===== config.mk =====
export PLATFORM = sky130hd
export DESIGN_NAME = nm_assoc_cache
export DESIGN_NICKNAME = d
export VERILOG_FILES = /design/src/rtl/nm_assoc_cache.sv
export SDC_FILE = /design/constraint.sdc
export NUM_CORES = 2
export LEC_CHECK = 0
export ABC_AREA = 1
export BUFFER_PORTS_ARGS = -buffer_cell sky130_fd_sc_hd__buf_2
export CAP_MARGIN = 25
export CORE_AREA = 2 2 534 536
export DETAILED_ROUTE_END_ITERATION = 8
export DIE_AREA = 0 0 536 538
export PLACE_DENSITY_LB_ADDON = 0.05
export SLEW_MARGIN = 20
export SYNTH_ARGS = -nofsm -noshare
export SYNTH_HDL_FRONTEND = slang
export SYNTH_SLANG_ARGS = --single-unit

===== constraint.sdc =====
create_clock -name clk -period 36.5 [get_ports clk]
set_input_delay 1.825 -clock clk [delete_from_list [all_inputs] [get_ports clk]]
set_output_delay 1.825 -clock clk [all_outputs]
set_load 0.03 [all_outputs]

===== src/rtl/nm_assoc_cache.sv =====
module nm_assoc_cache #(
  parameter int ENTRIES = 16,
  parameter int KEY_W   = 64,
  parameter int VAL_W   = 8,
  localparam int IW = $clog2(ENTRIES),
  localparam int SW = $clog2(KEY_W + 1)
) (
  input  logic             clk,
  input  logic             rst_n,
  input  logic             wr_en,
  input  logic [IW-1:0]    wr_idx,
  input  logic [KEY_W-1:0] wr_key,
  input  logic [VAL_W-1:0] wr_val,
  input  logic             wr_keep,
  input  logic             lk_req,
  input  logic [KEY_W-1:0] lk_key,
  input  logic [SW-1:0]    thr,
  output logic             res_valid,
  output logic             res_hit,
  output logic [IW-1:0]    res_idx,
  output logic [SW-1:0]    res_score,
  output logic [VAL_W-1:0] res_value
);

  logic [KEY_W-1:0] key_q [ENTRIES];
  logic [VAL_W-1:0] val_q [ENTRIES];
  logic [ENTRIES-1:0] vld_q;

  always_ff @(posedge clk) begin
    if (wr_en) begin
      key_q[wr_idx] <= wr_key;
      val_q[wr_idx] <= wr_val;
    end
  end

  always_ff @(posedge clk) begin
    if (!rst_n) vld_q <= '0;
    else if (wr_en) vld_q[wr_idx] <= wr_keep;
  end

  logic               s1_req;
  logic [SW-1:0]      s1_thr;
  logic [ENTRIES-1:0] s1_vld;
  logic [SW-1:0]      s1_score [ENTRIES];
  logic [VAL_W-1:0]   s1_val [ENTRIES];

  always_ff @(posedge clk) begin
    if (!rst_n) s1_req <= 1'b0;
    else        s1_req <= lk_req;
  end

  always_ff @(posedge clk) begin
    if (lk_req) begin
      s1_thr <= thr;
      s1_vld <= vld_q;
    end
  end

  for (genvar g = 0; g < ENTRIES; g++) begin : g_lane
    always_ff @(posedge clk) begin
      if (lk_req) begin
        s1_score[g] <= SW'($countones(~(lk_key ^ key_q[g])));
        s1_val[g]   <= val_q[g];
      end
    end
  end

  logic          found;
  logic [SW-1:0] best_s;
  logic [IW-1:0] best_i;

  always_comb begin
    found  = 1'b0;
    best_s = '0;
    best_i = '0;
    for (int i = 0; i < ENTRIES; i++) begin
      if (s1_vld[i] && (!found || s1_score[i] > best_s)) begin
        found  = 1'b1;
        best_s = s1_score[i];
        best_i = IW'(i);
      end
    end
  end

  always_ff @(posedge clk) begin
    if (!rst_n) begin
      res_valid <= 1'b0;
      res_hit   <= 1'b0;
      res_idx   <= '0;
      res_score <= '0;
      res_value <= '0;
    end else begin
      res_valid <= s1_req;
      if (s1_req) begin
        res_hit   <= found && (best_s >= s1_thr);
        res_idx   <= best_i;
        res_score <= best_s;
        res_value <= found ? s1_val[best_i] : '0;
      end
    end
  end

  logic [ENTRIES-1:0] vld_h1, vld_h2;
  always_ff @(posedge clk) begin
    if (!rst_n) begin
      vld_h1 <= '0;
      vld_h2 <= '0;
    end else begin
      vld_h1 <= vld_q;
      vld_h2 <= vld_h1;
    end
  end

  AST_LATENCY: assert property (@(posedge clk) disable iff (!rst_n) lk_req |=> ##1 res_valid);
  AST_NO_SPURIOUS: assert property (@(posedge clk) disable iff (!rst_n) res_valid |-> $past(lk_req, 2));
  AST_HIT_THR: assert property (@(posedge clk) disable iff (!rst_n) (res_valid && res_hit) |-> res_score >= $past(thr, 2));
  AST_WIN_VALID: assert property (@(posedge clk) disable iff (!rst_n) (res_valid && res_hit) |-> vld_h2[res_idx]);
  AST_SCORE_RANGE: assert property (@(posedge clk) disable iff (!rst_n) res_valid |-> res_score <= SW'(KEY_W));

endmodule


* Word level (Yosys, flattened, before mapping)
Memories as Yosys holds them, arrays and structs flattened.
Index checks and enable logic that the tools add are counted.
** Operators by class
- Add/subtract/negate cells :: 1008
- Order comparisons :: 18
- Multiplexer cells :: 55
- Bitwise operators :: 32
- Reductions and logical operators :: 47
** Operators with widths (number)
- adder 1 x 1 -> 2 bit :: 512
- inverter 64 bit :: 16
- XOR 64 bit :: 16
- adder 2 x 2 -> 3 bit :: 256
- adder 3 x 3 -> 4 bit :: 128
- adder 4 x 4 -> 5 bit :: 64
- adder 5 x 5 -> 6 bit :: 32
- adder 6 x 6 -> 7 bit :: 16
- two-way mux 7 bit :: 16
- > comparator 7 bit :: 15
- two-way mux 4 bit :: 14
- two-way mux 1 bit :: 22
- logical AND 1 bit :: 17
- bitwise mux 16 bit :: 1
- logical NOT 1 bit :: 15
- logical OR 1 bit :: 15
- two-way mux 8 bit :: 1
- >= comparator 7 bit :: 1
- < comparator 4 x 5 -> 1 bit, second input constant :: 1
- demux 1 bit (select 4 bit) :: 1
- >= comparator 4 x 1 -> 1 bit, second input constant :: 1
** Word-level totals
- Bits in registers :: 61
- Memory bits (writable) :: 1392
- Bits of input ports :: 152
- Output and inout port bits :: 21
- Memories :: 4
** Memories
- key_q :: words 16, width 64, rd ports 16, clocked after memory_dff 0, write ports 1, line 25 : logic [KEY_W-1:0] key_q [ENTRIES];
- s1_val :: words 16, width 8, rd ports 1, clocked after memory_dff 0, write ports 16, line 45 : logic [VAL_W-1:0] s1_val [ENTRIES];
- val_q :: words 16, width 8, rd ports 16, clocked after memory_dff 0, write ports 1, line 26 : logic [VAL_W-1:0] val_q [ENTRIES];
- s1_score :: words 16, width 7, rd ports 16, clocked after memory_dff 0, write ports 16, line 44 : logic [SW-1:0] s1_score [ENTRIES];

* Longest topological paths before layout
An unclocked memory read counts as a cell.
- Word-level depth :: 64
- Depth in mapped cells :: 178

* Least setup slack after synthesis
Ideal clock, no wire load.
- Path type :: reg-to-reg
- Start :: register s1_vld[0]
- End :: register res_hit
- Data arrival time :: 19673 ps
- Data required time :: 36378 ps
- Slack :: 16705 ps
- Stages on the path, launching flop included :: 168
- Path through :: edfxtp_1 buf_2 nand2_1 ha_1 nand2_1 nor2_1 nand2_1 nand2_1 nand2_1 nand2_2 nand2_2 buf_4 o21ai_0 ha_1 a21o_1 nor2_1 nand2_1 nand2_1 [... 132 more ...] nor2_1 nand2_1 a32o_1 o21ai_0 nand2_1 buf_4 inv_1 clkbuf_1 o21ai_0 ha_1 o21a_1 o21a_1 o21a_1 o21a_1 o21a_1 o21a_1 o21ai_0 a21oi_1
** Between the ends
- Cells in the longest elaborated chain, start to end :: 63
- Elaborated cells on any way between the ends :: 94
- Those cells by class :: order compare: 16; mux: 32; reduce/logical: 46
** Ends and longest elaborated chain
- start: declaration :: line 43 : logic [ENTRIES-1:0] s1_vld;
- start signal: assignment :: line 55 : s1_vld <= vld_q;
- two-way mux 7 bit / two-way mux 1 bit (equally long branches) :: line 77 : if (s1_vld[i] && (!found || s1_score[i] > best_s)) begin
- > comparator 7 bit / logical NOT 1 bit (equally long branches) :: line 77
- logical OR 1 bit :: line 77
- logical AND 1 bit :: line 77
- two-way mux 7 bit / two-way mux 1 bit (equally long branches) :: line 77
- > comparator 7 bit / logical NOT 1 bit (equally long branches) :: line 77
- logical OR 1 bit :: line 77
- logical AND 1 bit :: line 77
- [... 48 more ...]
- two-way mux 7 bit / two-way mux 1 bit (equally long branches) :: line 77
- > comparator 7 bit / logical NOT 1 bit (equally long branches) :: line 77
- logical OR 1 bit :: line 77
- logical AND 1 bit :: line 77
- two-way mux 7 bit (*) :: line 77
- named net best_s[1] :: line 69 : logic [SW-1:0] best_s;
- >= comparator 7 bit (*) :: line 95 : res_hit <= found && (best_s >= s1_thr);
- logical AND 1 bit (*) :: line 95
- end signal: assignment :: line 95
- end: declaration :: line 19 : output logic res_hit,
Mark *: on every way through the listed nets, which the timed path passes. The rest lies on a longest branch.
A chain may end at the register's enable or synchronous reset.

* Final worst setup path
- Start :: register s1_vld[0]
- End :: register res_hit
** Between the ends
- Cells in the longest elaborated chain, start to end :: 63
- Elaborated cells on any way between the ends :: 94
- Those cells by class :: order compare: 16; mux: 32; reduce/logical: 46
** Ends and longest elaborated chain (line)
- two-way mux 7 bit / two-way mux 1 bit (equally long branches) :: 77
- > comparator 7 bit / logical NOT 1 bit (equally long branches) :: 77
- logical OR 1 bit :: 77
- logical AND 1 bit :: 77
- two-way mux 7 bit / two-way mux 1 bit (equally long branches) :: 77
- > comparator 7 bit / logical NOT 1 bit (equally long branches) :: 77
- logical OR 1 bit :: 77
- logical AND 1 bit :: 77
- [... 47 more ...]
- logical AND 1 bit :: 77
- two-way mux 7 bit / two-way mux 1 bit (equally long branches) :: 77
- > comparator 7 bit / logical NOT 1 bit (equally long branches) :: 77
- logical OR 1 bit :: 77
- logical AND 1 bit :: 77
- two-way mux 7 bit :: 77
- >= comparator 7 bit :: 95
- logical AND 1 bit (*) :: 95
Every way passes the cells marked *; elsewhere a longest branch is shown, timed or not.

==> metrics.json <==
{
  "run_status": {
    "outcome": "completed"
  },
  "synthesis": {
    "postSynthAreaPerCell_um2": 13.80,
    "synth.area.mux_share": 0,
    "synth_top_family_by_area": "adder cells",
    "yosysSeqAreaShare": 0.5115,
    "synth-seq-cells": 1453,
    "yosysUniqueCellTypes": 44,
    "synth_xor_area_frac": 0.1127,
    "netlist_area_um2": 84560,
    "cell_count_after_synthesis": 6128,
    "synth.yosys.warnings": 0,
    "synth_simple_gate_area_share": 0.04529,
    "synth.net_count": 7478,
    "synth-adder-area-share": 0.2540,
    "synth-compound-area-share": 0.01900
  },
  "grt": {
    "grt_use_total": 0.2036,
    "grt_pass1_wl_um": 398300,
    "grt_max_degree": 93,
    "grt_most_used_layer": "met2",
    "grt-ovfl-total": 0,
    "antenna_violations_before_repair": 38,
    "grt_use_met3": 0.02295,
    "globalRouteMet2Util": 0.3309,
    "met1_usage": 0.2901,
    "first_global_vias": 46839
  },
  "routing": {
    "post_drt_via_cell_ratio": 4.364,
    "drt-wirelength-per-cell_um": 28.51,
    "remaining_drc_errors": 0,
    "routed_wl_um": 292200,
    "detailed_router_iteration_count_before_antenna_repair": 5,
    "final_antenna_net_count": 0,
    "detail_route.iter0.violations": 3389,
    "vias": 44733
  },
  "clock_network": {
    "tritoncts_clock_tree": "yes",
    "clk_pin_slew_ns": 0.08,
    "clock_buffers_created_by_tritoncts": 187,
    "cts.hold.buffers_added": 0,
    "cts.root.buffer_cell": "sky130_fd_sc_hd__clkbuf_16",
    "ctsLongestPathBuffers": 4,
    "clk-insertion-delay-late_ns": 0.90,
    "numClockSinks": 1453,
    "cts_max_level": 4,
    "cts-resized-gates": 0,
    "postCtsSetupRepairBufs": 0
  },
  "finish": {
    "post_route_cells_drive_above_1_share": 0.08450,
    "final_design_area_no_fill_um2": 95540,
    "flow.area_growth_from_synthesis_pct": 12.98,
    "final_core_utilization": 0.3373,
    "final.fill_count": 27743,
    "finish.net_count": 7701
  },
  "sta": {
    "finalClockSkew_ns": 0.08892,
    "slew-limit-headroom": 0.2523,
    "tightest_slew_ns": 1.121,
    "rsz0062_at_grt": "no",
    "final_hold_viol_count": 0,
    "slew_limit_fails": 0,
    "hold-worst-slack_ns": 0.3908,
    "finalSetupViolCount": 0,
    "timing.setup.tns_ns": 0,
    "final.period_utilization": 0.6434,
    "final_period_minus_worst_setup_slack_ns": 23.48,
    "max_clock_freq_mhz": 42.58
  },
  "placed_design": {
    "gp_congestion": 0.8623,
    "port-buffer-count": 172,
    "half_perimeter_wire_length_of_the_detailed_placement_result_um": 218000,
    "placedInstanceArea_um2": 89770
  },
  "setup_path": {
    "critPathRequiredTime_ns": 37.27,
    "critical-path-slowest-cell": "sky130_fd_sc_hd__buf_4",
    "worstSetupStartpointType": "flop",
    "cp_data_arrival_time_ns": 24.26,
    "worst_setup_end_kind": "flop",
    "criticalPathCategory": "reg2reg",
    "critical_path.most_common_cell": "sky130_fd_sc_hd__nand2_1",
    "maximum_single_stage_delay_on_the_critical_path_ns": 0.62,
    "critPathMaxFanout": 68
  },
  "hold_path": {
    "hold_path_class": "reg2reg"
  },
  "job": {
    "drv.max_cap_violation_count": 0
  },
  "floorplan": {
    "placementRows": 196,
    "core_um2": 283200,
    "die_y_um": 538,
    "io_pins": 173,
    "floorplan.die_area_um2": 288400,
    "die_x_um": 536,
    "initial_core_util": 0.2986
  }
}
## cell usage in the layout, fill, tap and decap left out, types with 6 or more instances in the layout
cell type                   netlist  layout
sky130_fd_sc_hd__a211oi_1        13      13
sky130_fd_sc_hd__a21oi_1         83      83
sky130_fd_sc_hd__and2_1           6       6
sky130_fd_sc_hd__buf_12           0       6
sky130_fd_sc_hd__buf_2           12     171
sky130_fd_sc_hd__buf_4           11      36
sky130_fd_sc_hd__bufinv_16        0      11
sky130_fd_sc_hd__clkbuf_1       128      35
sky130_fd_sc_hd__clkbuf_16        0     189
sky130_fd_sc_hd__clkinv_1         3      50
sky130_fd_sc_hd__clkinv_2         0      23
sky130_fd_sc_hd__dfxtp_1         38      38
sky130_fd_sc_hd__edfxtp_1      1415    1415
sky130_fd_sc_hd__fa_1           864     864
sky130_fd_sc_hd__ha_1           334     334
sky130_fd_sc_hd__inv_1         1060    1060
sky130_fd_sc_hd__inv_6            0       6
sky130_fd_sc_hd__nand2_1        366     364
sky130_fd_sc_hd__nand2_2         37      38
sky130_fd_sc_hd__nand2_4          6       7
sky130_fd_sc_hd__nand3_1        248     248
sky130_fd_sc_hd__nand3b_1        12      12
sky130_fd_sc_hd__nand4_1         13      13
sky130_fd_sc_hd__nor2_1         114      98
sky130_fd_sc_hd__nor2_2          23      23
sky130_fd_sc_hd__nor2_4           0      16
sky130_fd_sc_hd__nor3_1          15      15
sky130_fd_sc_hd__o21a_1           6       6
sky130_fd_sc_hd__o21ai_0        145     145
sky130_fd_sc_hd__o21ai_1          8       8
sky130_fd_sc_hd__o21bai_1        25      25
sky130_fd_sc_hd__xnor2_1        516     516
sky130_fd_sc_hd__xor2_1         572     572
## cell families after synthesis
logic type	count (synthesis)
flops	1453
simple gates	848
fa+ha+maj	1198
compound gates	292
xor+xnor	1088
buf+inv	1249
## area by class of cell
| type | count | area [µm²] | area share |
|---|---|---|---|
| timing repair buffer | 215 | 1289 | 0.01349 |
| tap | 3762 | 4707 | 0.04927 |
| clock inverter | 99 | 848.3 | 0.008879 |
| antenna | 3 | 7.507 | 0.00007857 |
| inverter | 1068 | 4009 | 0.04196 |
| multi-input combinational | 3426 | 36570 | 0.3828 |
| clock buffer | 224 | 4861 | 0.05088 |
| sequential | 1453 | 43250 | 0.4527 |
## per-layer routing
metal / wire, µm / share of wire / up-vias
li1: - / - / 20179
met1: 137700 / 0.47 / 23448
met2: 137100 / 0.47 / 807
met3: 10050 / 0.034 / 279
met4: 7215 / 0.025 / 20
met5: 115 / 0.00039 / -
## state kept, by name, summed over array words and instances (netlist names)
register and count:
key_q 1024, s1_score 112, vld_q 16, s1_thr 7
s1_vld 16, res_score 7, res_idx 4, res_valid 1
val_q 128, res_hit 1, res_value 8, s1_req 1
s1_val 128
## worst max-delay path: cells and delay by family (launching register included)
kind            cells  cell delay, ns
simple gates       76            7.53
fa+ha+maj          16            5.14
compound gates     50            9.01
buf+inv             4            1.16
flops               1            0.55
## worst paths after layout
kind | slack (ns) | startpoint | depth (start not counted) | endpoint
max | 13.02 | s1_vld[0] | 146 | res_hit
min reg2reg | 0.39 | val_q[15][3] | 0 | s1_val[15][3]
max reg2reg | 13.02 | s1_vld[0] | 146 | res_hit
min | 0.39 | val_q[15][3] | 0 | s1_val[15][3]
## through the flow
stage / worst slack [ns] / instances
final: 13.02 / 10250
after global routing: 10.31 / 10249
after CTS: 12.75 / 10244
after detailed placement: 12.84 / 9921
after global placement: 13.08 / 9919
after floorplan: 16.71 / 6128
## synth_stat cells
library cell	count	share of area
sky130_fd_sc_hd__ha_1	334	0.049
sky130_fd_sc_hd__nand2_1	366	0.016
sky130_fd_sc_hd__nand2_2	37	0.0027
sky130_fd_sc_hd__o21a_1	6	0.00053
sky130_fd_sc_hd__nor2_1	114	0.0051
sky130_fd_sc_hd__fa_1	864	0.20
sky130_fd_sc_hd__o21bai_1	25	0.0022
sky130_fd_sc_hd__xor2_1	572	0.059
sky130_fd_sc_hd__a211oi_1	13	0.0012
sky130_fd_sc_hd__o21ai_0	145	0.0086
sky130_fd_sc_hd__or2_1	5	0.00037
sky130_fd_sc_hd__nand4_1	13	0.00096
sky130_fd_sc_hd__nor3_2	1	0.00012
sky130_fd_sc_hd__o21ai_1	8	0.00047
sky130_fd_sc_hd__a21oi_1	83	0.0049
sky130_fd_sc_hd__a31oi_1	1	0.000074
sky130_fd_sc_hd__nor2_2	23	0.0017
sky130_fd_sc_hd__o211ai_1	5	0.00044
sky130_fd_sc_hd__a32o_1	1	0.00012
sky130_fd_sc_hd__edfxtp_1	1415	0.50
sky130_fd_sc_hd__nand2_4	6	0.00080
sky130_fd_sc_hd__buf_8	1	0.00018
sky130_fd_sc_hd__buf_1	12	0.00053
sky130_fd_sc_hd__buf_2	12	0.00071
sky130_fd_sc_hd__nand3_1	248	0.015
sky130_fd_sc_hd__o31ai_1	1	0.000089
sky130_fd_sc_hd__nor3_1	15	0.00089
sky130_fd_sc_hd__nor4b_1	1	0.00010
sky130_fd_sc_hd__xnor2_1	516	0.053
sky130_fd_sc_hd__clkbuf_4	3	0.00027
sky130_fd_sc_hd__buf_6	14	0.0019
sky130_fd_sc_hd__a221oi_1	1	0.00010
sky130_fd_sc_hd__nand3b_1	12	0.0011
sky130_fd_sc_hd__inv_2	5	0.00022
sky130_fd_sc_hd__and2_1	6	0.00044
sky130_fd_sc_hd__a21o_1	1	0.000089
sky130_fd_sc_hd__a41oi_1	1	0.00010
sky130_fd_sc_hd__a21oi_2	1	0.00010
sky130_fd_sc_hd__dfxtp_1	38	0.0090
sky130_fd_sc_hd__clkbuf_1	128	0.0057
sky130_fd_sc_hd__inv_1	1060	0.047
sky130_fd_sc_hd__buf_4	11	0.00098
sky130_fd_sc_hd__nand3_2	1	0.00012
sky130_fd_sc_hd__clkinv_1	3	0.00013
Power is not shown: default switching activity piles up to over one toggle a cycle in this logic, so the estimate is an artifact.
